File: src/rtl/pfce_pkg.sv
package pfce_pkg;
  typedef enum logic [1:0] {
    ST_NORMAL  = 2'd0,
    ST_DRAIN   = 2'd1,
    ST_PROT    = 2'd2,
    ST_RECOVER = 2'd3
  } pf_state_t;
endpackage

File: src/rtl/pfce_sync.sv
module pfce_sync #(
  parameter int W = 1,
  parameter logic [W-1:0] RST_VAL = '0
) (
  input  logic         clk,
  input  logic         rst_n,
  input  logic [W-1:0] d,
  output logic [W-1:0] q
);
  logic [W-1:0] meta_q;

  always_ff @(posedge clk or negedge rst_n) begin
    if (!rst_n) begin
      meta_q <= RST_VAL;
      q      <= RST_VAL;
    end else begin
      meta_q <= d;
      q      <= meta_q;
    end
  end
endmodule

File: src/rtl/pfce_seq.sv
module pfce_seq
  import pfce_pkg::*;
#(
  parameter int WP_CYC  = 1000,
  parameter int REC_CYC = 12_000_000
) (
  input  logic      clk,
  input  logic      rst_n,
  input  logic      pf,
  input  logic      ce_n,
  output pf_state_t state,
  output logic      gate_en
);
  localparam int MAXC = (WP_CYC > REC_CYC) ? WP_CYC : REC_CYC;
  localparam int CW   = (MAXC > 1) ? $clog2(MAXC) : 1;
  localparam logic [CW-1:0] WP_LAST  = CW'(WP_CYC - 1);
  localparam logic [CW-1:0] REC_LAST = CW'(REC_CYC - 1);

  logic [CW-1:0] cnt;

  always_ff @(posedge clk or negedge rst_n) begin
    if (!rst_n) begin
      state <= ST_RECOVER;
      cnt   <= '0;
    end else begin
      case (state)
        ST_NORMAL: begin
          cnt <= '0;
          if (pf) state <= ce_n ? ST_PROT : ST_DRAIN;
        end
        ST_DRAIN: begin
          if (ce_n || cnt == WP_LAST) begin
            state <= ST_PROT;
            cnt   <= '0;
          end else begin
            cnt <= cnt + 1'b1;
          end
        end
        ST_PROT: begin
          cnt <= '0;
          if (!pf) state <= ST_RECOVER;
        end
        default: begin
          if (pf) begin
            state <= ST_PROT;
            cnt   <= '0;
          end else if (cnt == REC_LAST) begin
            state <= ST_NORMAL;
            cnt   <= '0;
          end else begin
            cnt <= cnt + 1'b1;
          end
        end
      endcase
    end
  end

  assign gate_en = (state == ST_NORMAL) || (state == ST_DRAIN);
endmodule

File: src/rtl/pfce_dec.sv
module pfce_dec #(
  parameter int SEL_W = 2,
  localparam int NB = 1 << SEL_W
) (
  input  logic             en,
  input  logic             ce_n,
  input  logic [SEL_W-1:0] sel,
  output logic [NB-1:0]    bank_n
);
  for (genvar i = 0; i < NB; i++) begin : g_bank
    assign bank_n[i] = !(en && !ce_n && (sel == SEL_W'(i)));
  end
endmodule

File: src/rtl/pfce_gate.sv
module pfce_gate
  import pfce_pkg::*;
#(
  parameter int SEL_W   = 2,
  parameter int WP_CYC  = 1000,
  parameter int REC_CYC = 12_000_000
) (
  input  logic                    clk,
  input  logic                    rst_n,
  input  logic                    host_ce_n,
  input  logic [SEL_W-1:0]        bank_sel,
  input  logic                    pwr_fail,
  output logic [(1<<SEL_W)-1:0]   bank_ce_n,
  output logic [1:0]              seq_state
);
  localparam int SW = SEL_W + 2;
  localparam logic [SW-1:0] SYNC_RST = {1'b0, 1'b1, {SEL_W{1'b0}}};

  logic [SW-1:0]    sync_q;
  logic             pf_s, ce_n_s, gate_en;
  logic [SEL_W-1:0] sel_s;
  pf_state_t        state;

  pfce_sync #(.W(SW), .RST_VAL(SYNC_RST)) u_sync (
    .clk(clk), .rst_n(rst_n),
    .d({pwr_fail, host_ce_n, bank_sel}), .q(sync_q)
  );

  assign pf_s   = sync_q[SW-1];
  assign ce_n_s = sync_q[SW-2];
  assign sel_s  = sync_q[SEL_W-1:0];

  pfce_seq #(.WP_CYC(WP_CYC), .REC_CYC(REC_CYC)) u_seq (
    .clk(clk), .rst_n(rst_n), .pf(pf_s), .ce_n(ce_n_s),
    .state(state), .gate_en(gate_en)
  );

  pfce_dec #(.SEL_W(SEL_W)) u_dec (
    .en(gate_en), .ce_n(ce_n_s), .sel(sel_s), .bank_n(bank_ce_n)
  );

  assign seq_state = state;
endmodule

File: config.mk
export PLATFORM = sky130hd
export DESIGN_NAME = pfce_gate
export DESIGN_NICKNAME = d
export VERILOG_FILES = /design/src/rtl/pfce_pkg.sv /design/src/rtl/pfce_sync.sv /design/src/rtl/pfce_seq.sv /design/src/rtl/pfce_dec.sv /design/src/rtl/pfce_gate.sv
export SDC_FILE = /design/constraint.sdc
export NUM_CORES = 1
export LEC_CHECK = 0
export CAP_MARGIN = 20
export CORE_ASPECT_RATIO = 0.8
export CORE_MARGIN = 2
export CORE_UTILIZATION = 65
export DETAILED_ROUTE_END_ITERATION = 7
export DONT_BUFFER_PORTS = 1
export GPL_ROUTABILITY_DRIVEN = 0
export PLACE_DENSITY = 0.86
export SLEW_MARGIN = 30
export SYNTH_ARGS = -nofsm -noshare
export SYNTH_HDL_FRONTEND = slang
export SYNTH_SLANG_ARGS = --single-unit
File: constraint.sdc
create_clock -name clk -period 4.6 [get_ports clk]
set_input_delay 0.23 -clock clk [delete_from_list [all_inputs] [get_ports clk]]
set_output_delay 0.23 -clock clk [all_outputs]
set_load 0.01 [all_outputs]
==> results.py, run 1 <==
metrics = {
    "routing": {
        "drtPass1Iterations": 4,
        "drtAntennaViolNets": 0,
        "wl_per_cell_um": 14.72,
        "vias": 1268,
        "vias_per_cell": 5.686,
        "drt_wl_total_mm": 3.283,
        "drtIter0Drc": 115,
        "drc": 0,
    },
    "global_route": {
        "grt_pass1_vias": 1310,
        "grt.overflow.total": 0,
        "grt_max_degree": 35,
        "grt_pass1_wl_mm": 5.809,
        "antenna_found_initial": 0,
        "track_usage": 0.2555,
    },
    "clock_network": {
        "cts_root_buf": "clkbuf_4",
        "clock-sinks": 34,
        "numCtsBuffers": 5,
        "cts_setup_buffers": 0,
        "htreeDepth": 2,
        "clk_pin_slew_ns": 0.11,
        "cts_tree": "yes",
        "cts_max_path_buffers": 2,
        "clkLatencyLatePin_ns": 0.34,
    },
    "sta": {
        "max_freq_mhz": 494.3,
        "finClkSkew_ns": 0.007706,
        "fin_crit_ns": 2.023,
        "finalSetupViolCount": 0,
        "slew_headroom": 0.6734,
        "post-route-period-util": 0.4398,
        "finalWorstSetupSlack_ns": 2.577,
        "slew_viol_final": 0,
        "hold_viol": 0,
        "fin_setup_tns_ns": 0,
        "tightest_slew_ns": 0.4854,
        "whs_ns": 0.3238,
        "rsz0062_at_grt": "no",
    },
    "synth": {
        "async_flop_share": 1.000,
        "synthCells": 178,
        "ys.flop_type": "dfrtp_1",
        "netlist_area_mm2": 0.001737,
        "synth.distinct_cells": 34,
        "ys_seq_elements": 34,
        "yosys_warnings": 0,
        "synth_top_cell_by_area": "dfrtp_1",
        "synth_area_leaders": "dfrtp_1 (43%), xnor2_1 (9.1%), nor2_1 (7.3%)",
        "synth_edf_count": 0,
        "synth_top_area_frac": 0.4323,
        "synthesis.nets": 189,
        "yosysMostFrequentCell": "nor2_1",
        "synthTopCellsByCount": "nor2_1 (34), dfrtp_1 (30), xnor2_1 (18)",
        "syn_area_per_cell_um2": 9.757,
        "yosysSeqAreaShare": 0.4928,
    },
    "finish": {
        "fin_cells": 223,
        "fin_area_mm2": 0.001926,
        "fillers": 184,
        "seq_area_um2": 855.8,
        "multi_input_area_um2": 813.3,
        "nets": 197,
        "layout-drive-gt1-share": 0.09091,
        "area_delta_synth_final_pct": 10.88,
        "diodes": 0,
    },
    "floorplan": {
        "die_area_mm2": 0.003104,
        "start_util": 0.6996,
        "fp.dieW_um": 61.79,
        "fp.dieH_um": 50.23,
        "pin_count": 12,
        "coreArea_mm2": 0.002482,
        "rows": 16,
    },
    "worst_setup_path": {
        "crit_slowest_cell": "dfstp_2",
        "start_kind": "flip-flop",
        "path_buf_inv": 1,
        "required_ns": 4.37,
        "reg2regPathDepth": 5,
        "worstSetupPathType": "flip-flop to primary output",
        "cp_top_family": "flip-flops",
        "critPathMaxStageDelay_ns": 0.62,
        "crit_chain": "inv_1 -> ha_1 -> o21bai_1 -> or3_1",
        "endpoint_kind": "primary output",
        "crit_fanout": 5,
        "rr_endpoint": "u_seq.cnt[2]$_DFF_PN0_",
        "arrival_ns": 1.79,
        "r2r-start": "u_seq.cnt[18]$_DFF_PN0_",
        "r2r_slack_ns": 2.69,
    },
    "power_and_ir_drop": {
        "powerDensity_mw_per_mm2": 414.8,
        "p_leak_nw": 0.7594,
        "max-vdd-ir-drop_uv": 290.7,
    },
    "place": {
        "postPlaceCellArea_mm2": 0.001744,
        "place_ws_ns": 2.713,
        "port-buffer-count": 0,
        "hpwlAfterDp_mm": 2.313,
        "dp.cells": 209,
    },
    "flow_run": {
        "drv_cap": 0,
    },
    "outcome": {
        "status": "complete, no violations",
    },
    "hold_path": {
        "hold_path.class": "primary input to asynchronous set/reset pin",
    },
}
-- where the power goes --
part           leakage (nW)  internal (mW)  switching (mW)
combinational         0.254         0.0637           0.101
sequential            0.447          0.325          0.0229
clock                0.0585          0.184           0.102
total                 0.759          0.572           0.226
-- layout by cell type, fill, tap and decap left out, types with 2 or more instances in the layout --
master         netlist  final
xor2_1               4      4
nor2b_1              3      3
a21oi_1              2      2
inv_1                8      8
nor3_1               7      7
xnor2_1             18     18
and4_1               2      2
bufinv_16            0      2
o211ai_1             2      2
nand3_1              9      9
or3_1                4      4
nor4_1               2      2
and3_1               3      3
dfstp_2              4      4
nand4_1              5      5
nor4_2               2      2
or4_1                2      2
dfrtp_1             30     30
clkbuf_4             0      5
mux2i_1              2      2
o21ai_0              2      2
ha_1                 5      5
nor2_1              34     34
nand2_1             14     14
dlygate4sd3_1        0      5
-- state kept, by name, indices dropped and copies added, names as in the netlist --
signal	count
u_sync.meta_q	4
u_seq.state	2
u_sync.q	4
u_seq.cnt	24
-- area by class of cell --
class                   count  share of cell area
clock buffers               6             0.02664
clock inverters             2             0.03119
inverters                   8             0.01559
multi-input cells         131              0.4224
flip-flops and latches     34              0.4444
well taps                  36             0.02339
repair buffers              6             0.03639
-- repair_timing --
item	CTS	global route
hold buffers	6	0
gates resized for setup	0	0
hold endpoints to repair	38	0
-- how the worst max path moves through the flow --
stage / from / to / slack (ns) / depth (start not counted)
global route: u_seq.state[0]$_DFFE_PN1P_ / bank_ce_n[3] / 2.41 / 5
floorplan: u_seq.cnt[6]$_DFF_PN0_ / u_seq.cnt[12]$_DFF_PN0_ / 2.93 / 6
global placement: u_seq.cnt[17]$_DFF_PN0_ / u_seq.cnt[15]$_DFF_PN0_ / 2.79 / 5
finish: u_seq.state[0]$_DFFE_PN1P_ / bank_ce_n[0] / 2.58 / 4
detailed placement: u_seq.cnt[6]$_DFF_PN0_ / u_seq.cnt[18]$_DFF_PN0_ / 2.71 / 5
CTS: u_seq.state[0]$_DFFE_PN1P_ / bank_ce_n[0] / 2.57 / 4
-- metal layers --
metal / routed length [um] / track usage
met3: 153 / 0.06443
met4: 38 / 0.07801
met5: 0 / 0
met2: 1587 / 0.3982
met1: 1503 / 0.3498
-- cells by family after synthesis --
logic type	share of synthesized area
AOI/OAI and AO/OA	0.04251
xor gates and xnor gates	0.1109
adders and majority gates	0.03602
buffers and inverters	0.03890
DFF	0.4928
muxes	0.01153
and+or+nand+nor	0.2673
-- per-stage QoR --
stage	power, mW	utilization
6_report	0.7987	0.7757
5_1_grt	0.8476	0.7757
4_1_cts	0.8036	0.7757
3_5_place_dp	0.5078	0.7026
3_3_place_gp	0.4937	0.7026
2_1_floorplan	0.4850	-
Note: power is estimated with default switching activity, not from simulation.
==> run 2, diff against run 1 <==
CORE_UTILIZATION = 56   (was 65)
PLACE_DENSITY = 0.79   (was 0.86)
clock period = 1.65 ns   (was 4.6 ns; I/O delays follow)
==> run 2 against run 1 <==
Net effect:
- the flow now finishes with violations (negative setup slack)
- sequential power rose to 2.7 times the previous value
- highest routed layer unchanged
- combinational power rose to 6.7 times the previous value
- sequential share of layout area down 12 points
- utilization up 9.7 points
==> results.py, run 2 (synthesis results as in run 1) <==
metrics = {
    "outcome": {
        "status": "finished with violations",
        "violations": "negative setup slack",
    },
    "sta": {
        "finalSetupViolCount": 29,
        "finClkSkew_ns": 0.01096,
        "fin_crit_ns": 1.970,
        "slew_headroom": 0.7398,
        "finalWorstSetupSlack_ns": -0.3204,
        "rsz0062_at_grt": "yes",
        "tightest_slew_ns": 0.3903,
        "slew_viol_final": 0,
        "post-route-period-util": 1.194,
        "hold_viol": 0,
        "max_freq_mhz": 507.5,
    },
    "worst_setup_path": {
        "required_ns": 1.84,
        "endpoint_kind": "flip-flop",
        "start_kind": "flip-flop",
        "r2r_slack_ns": -0.32,
        "path_buf_inv": 3,
        "cp_top_family": "simple AND/OR/NAND/NOR gates",
        "worst_path_most_repeated_cell": "buf_6",
        "critPathMaxStageDelay_ns": 0.42,
        "worstSetupPathType": "flip-flop to flip-flop",
        "arrival_ns": 2.16,
        "crit_fanout": 4,
        "crit_slowest_cell": "dfrtp_1",
        "crit_chain": "buf_6 -> nor4b_4 -> nand4b_1 -> o211ai_1 -> buf_4 -> o31a_1 -> buf_6 -> nor2_1",
    },
    "finish": {
        "layout-drive-gt1-share": 0.4686,
        "fillers": 141,
        "layout_commonest_cell": "buf_4",
        "area_delta_synth_final_pct": 51.66,
        "diodes": 0,
        "fin_area_mm2": 0.002634,
        "largest_reg_flops": 24,
        "fin_cells": 279,
        "nets": 249,
        "top_register": "u_seq.cnt",
        "most-common-layout-cells": "buf_4 (41), dfrtp_1 (29), nor2_1 (22)",
        "top_regs": "u_seq.cnt: 24 flops, u_sync.meta_q: 4 flops, u_sync.q: 4 flops",
    },
    "power_and_ir_drop": {
        "powerDensity_mw_per_mm2": 1145,
        "power_mw": 3.015,
        "p_clk_frac": 0.317,
        "swShare": 0.3328,
        "p_int_mw": 2.012,
        "pwr-share-seq": 0.315,
        "max-vdd-ir-drop_uv": 865.5,
        "p_leak_nw": 1.088,
        "switching_power_mw": 1.003,
        "p_comb_frac": 0.369,
    },
    "clock_network": {
        "clock-sinks": 34,
        "cts_root_buf": "clkbuf_8",
        "clkLatencyLatePin_ns": 0.31,
        "cts_tree": "yes",
        "clk_pin_slew_ns": 0.08,
        "htreeDepth": 2,
        "cts_max_path_buffers": 2,
        "numCtsBuffers": 5,
    },
    "routing": {
        "drtAntennaViolNets": 0,
        "wl_per_cell_um": 21.29,
        "vias_per_cell": 6.075,
        "drtIter0Drc": 253,
        "drtPass1Iterations": 5,
        "vias": 1695,
        "drt_wl_total_mm": 5.940,
        "drc": 0,
    },
    "place": {
        "dp.cells": 243,
        "postPlaceCellArea_mm2": 0.001974,
        "place_ws_ns": -0.2040,
        "port-buffer-count": 0,
        "hpwlAfterDp_mm": 2.935,
    },
    "floorplan": {
        "fp.dieH_um": 53.81,
        "die_area_mm2": 0.003565,
        "coreArea_mm2": 0.003018,
        "fp.dieW_um": 66.26,
        "start_util": 0.5755,
        "rows": 18,
        "pin_count": 12,
    },
    "global_route": {
        "grt.overflow.total": 0,
        "grt_max_degree": 35,
        "grt_pass1_vias": 1683,
        "grt_pass1_wl_mm": 8.535,
        "antenna_found_initial": 0,
        "track_usage": 0.3472,
    },
    "hold_path": {
        "hold_path.class": "primary input to asynchronous set/reset pin",
    },
    "flow_run": {
        "drv_cap": 0,
    },
}
[run 2: worst register-to-register path: stages, from the launching register on]
cell	delay, ns
dfrtp_1	0.42
buf_6	0.14
nor4b_4	0.27
nand4b_1	0.19
o211ai_1	0.27
buf_4	0.18
o31a_1	0.21
buf_6	0.15
nor2_1	0.04
[run 2: final cells by class]
| type | instances | area (um2) | area share |
|---|---|---|---|
| multi-input cells | 134 | 1089 | 0.4133 |
| clock inverters | 3 | 68.82 | 0.02613 |
| flip-flops and latches | 34 | 857.1 | 0.3254 |
| clock buffers | 5 | 68.82 | 0.02613 |
| inverters | 8 | 32.53 | 0.01235 |
| repair buffers | 55 | 467.9 | 0.1777 |
| well taps | 40 | 50.05 | 0.01900 |
[run 2: what timing repair did]
item | CTS | global route
setup buffers | 11 | 8
pin swaps | 17 | 15
endpoints found under the setup margin | 30 | 30
endpoints found under the hold margin | 38 | 0
gates resized for setup | 26 | 40
hold buffers | 6 | 0
cloned | 3 | 0
[run 2: power groups by stage]
stage | clock network [mW] | logic (mW) | registers, mW
after floorplan | 0 | 0.381 | 0.971
after global placement | 0 | 0.502 | 0.945
after detailed placement | 0 | 0.547 | 0.948
after CTS | 0.942 | 0.835 | 0.941
after global routing | 0.992 | 1.16 | 0.957
final | 0.955 | 1.11 | 0.949
[run 2: metrics by stage]
step / setup TNS [ns] / hold slack (ns) / utilization
2_1_floorplan: -0.4132 / -0.2131 / -
3_3_place_gp: -2.893 / -0.2124 / 0.6542
3_5_place_dp: -4.561 / -0.2123 / 0.6542
4_1_cts: -3.049 / 0.2188 / 0.7948
5_1_grt: -6.844 / 0.2268 / 0.8727
6_report: -5.967 / 0.2124 / 0.8727
[run 2: path summary, 6_finish.rpt]
kind | startpoint | endpoint | cells after the start
min reg2reg | u_sync.meta_q[1]$_DFF_PN0_ | u_sync.q[1]$_DFF_PN0_ | 0
max | u_seq.cnt[21]$_DFF_PN0_ | u_seq.cnt[12]$_DFF_PN0_ | 8
min | rst_n | u_seq.cnt[19]$_DFF_PN0_ | 2
min in group clk | host_ce_n | u_sync.meta_q[2]$_DFF_PN1_ | 1
max in group asynchronous | rst_n | u_sync.q[2]$_DFF_PN1_ | 2
max reg2reg | u_seq.cnt[21]$_DFF_PN0_ | u_seq.cnt[12]$_DFF_PN0_ | 8
[run 2: routing by layer]
metal / vias to the layer above / global-route usage / wire, um
met5: - / 0 / 0
met4: 0 / 0.1939 / 383
met3: 41 / 0.1234 / 563
met2: 114 / 0.5533 / 2759
met1: 811 / 0.4150 / 2233
li1: 729 / - / -
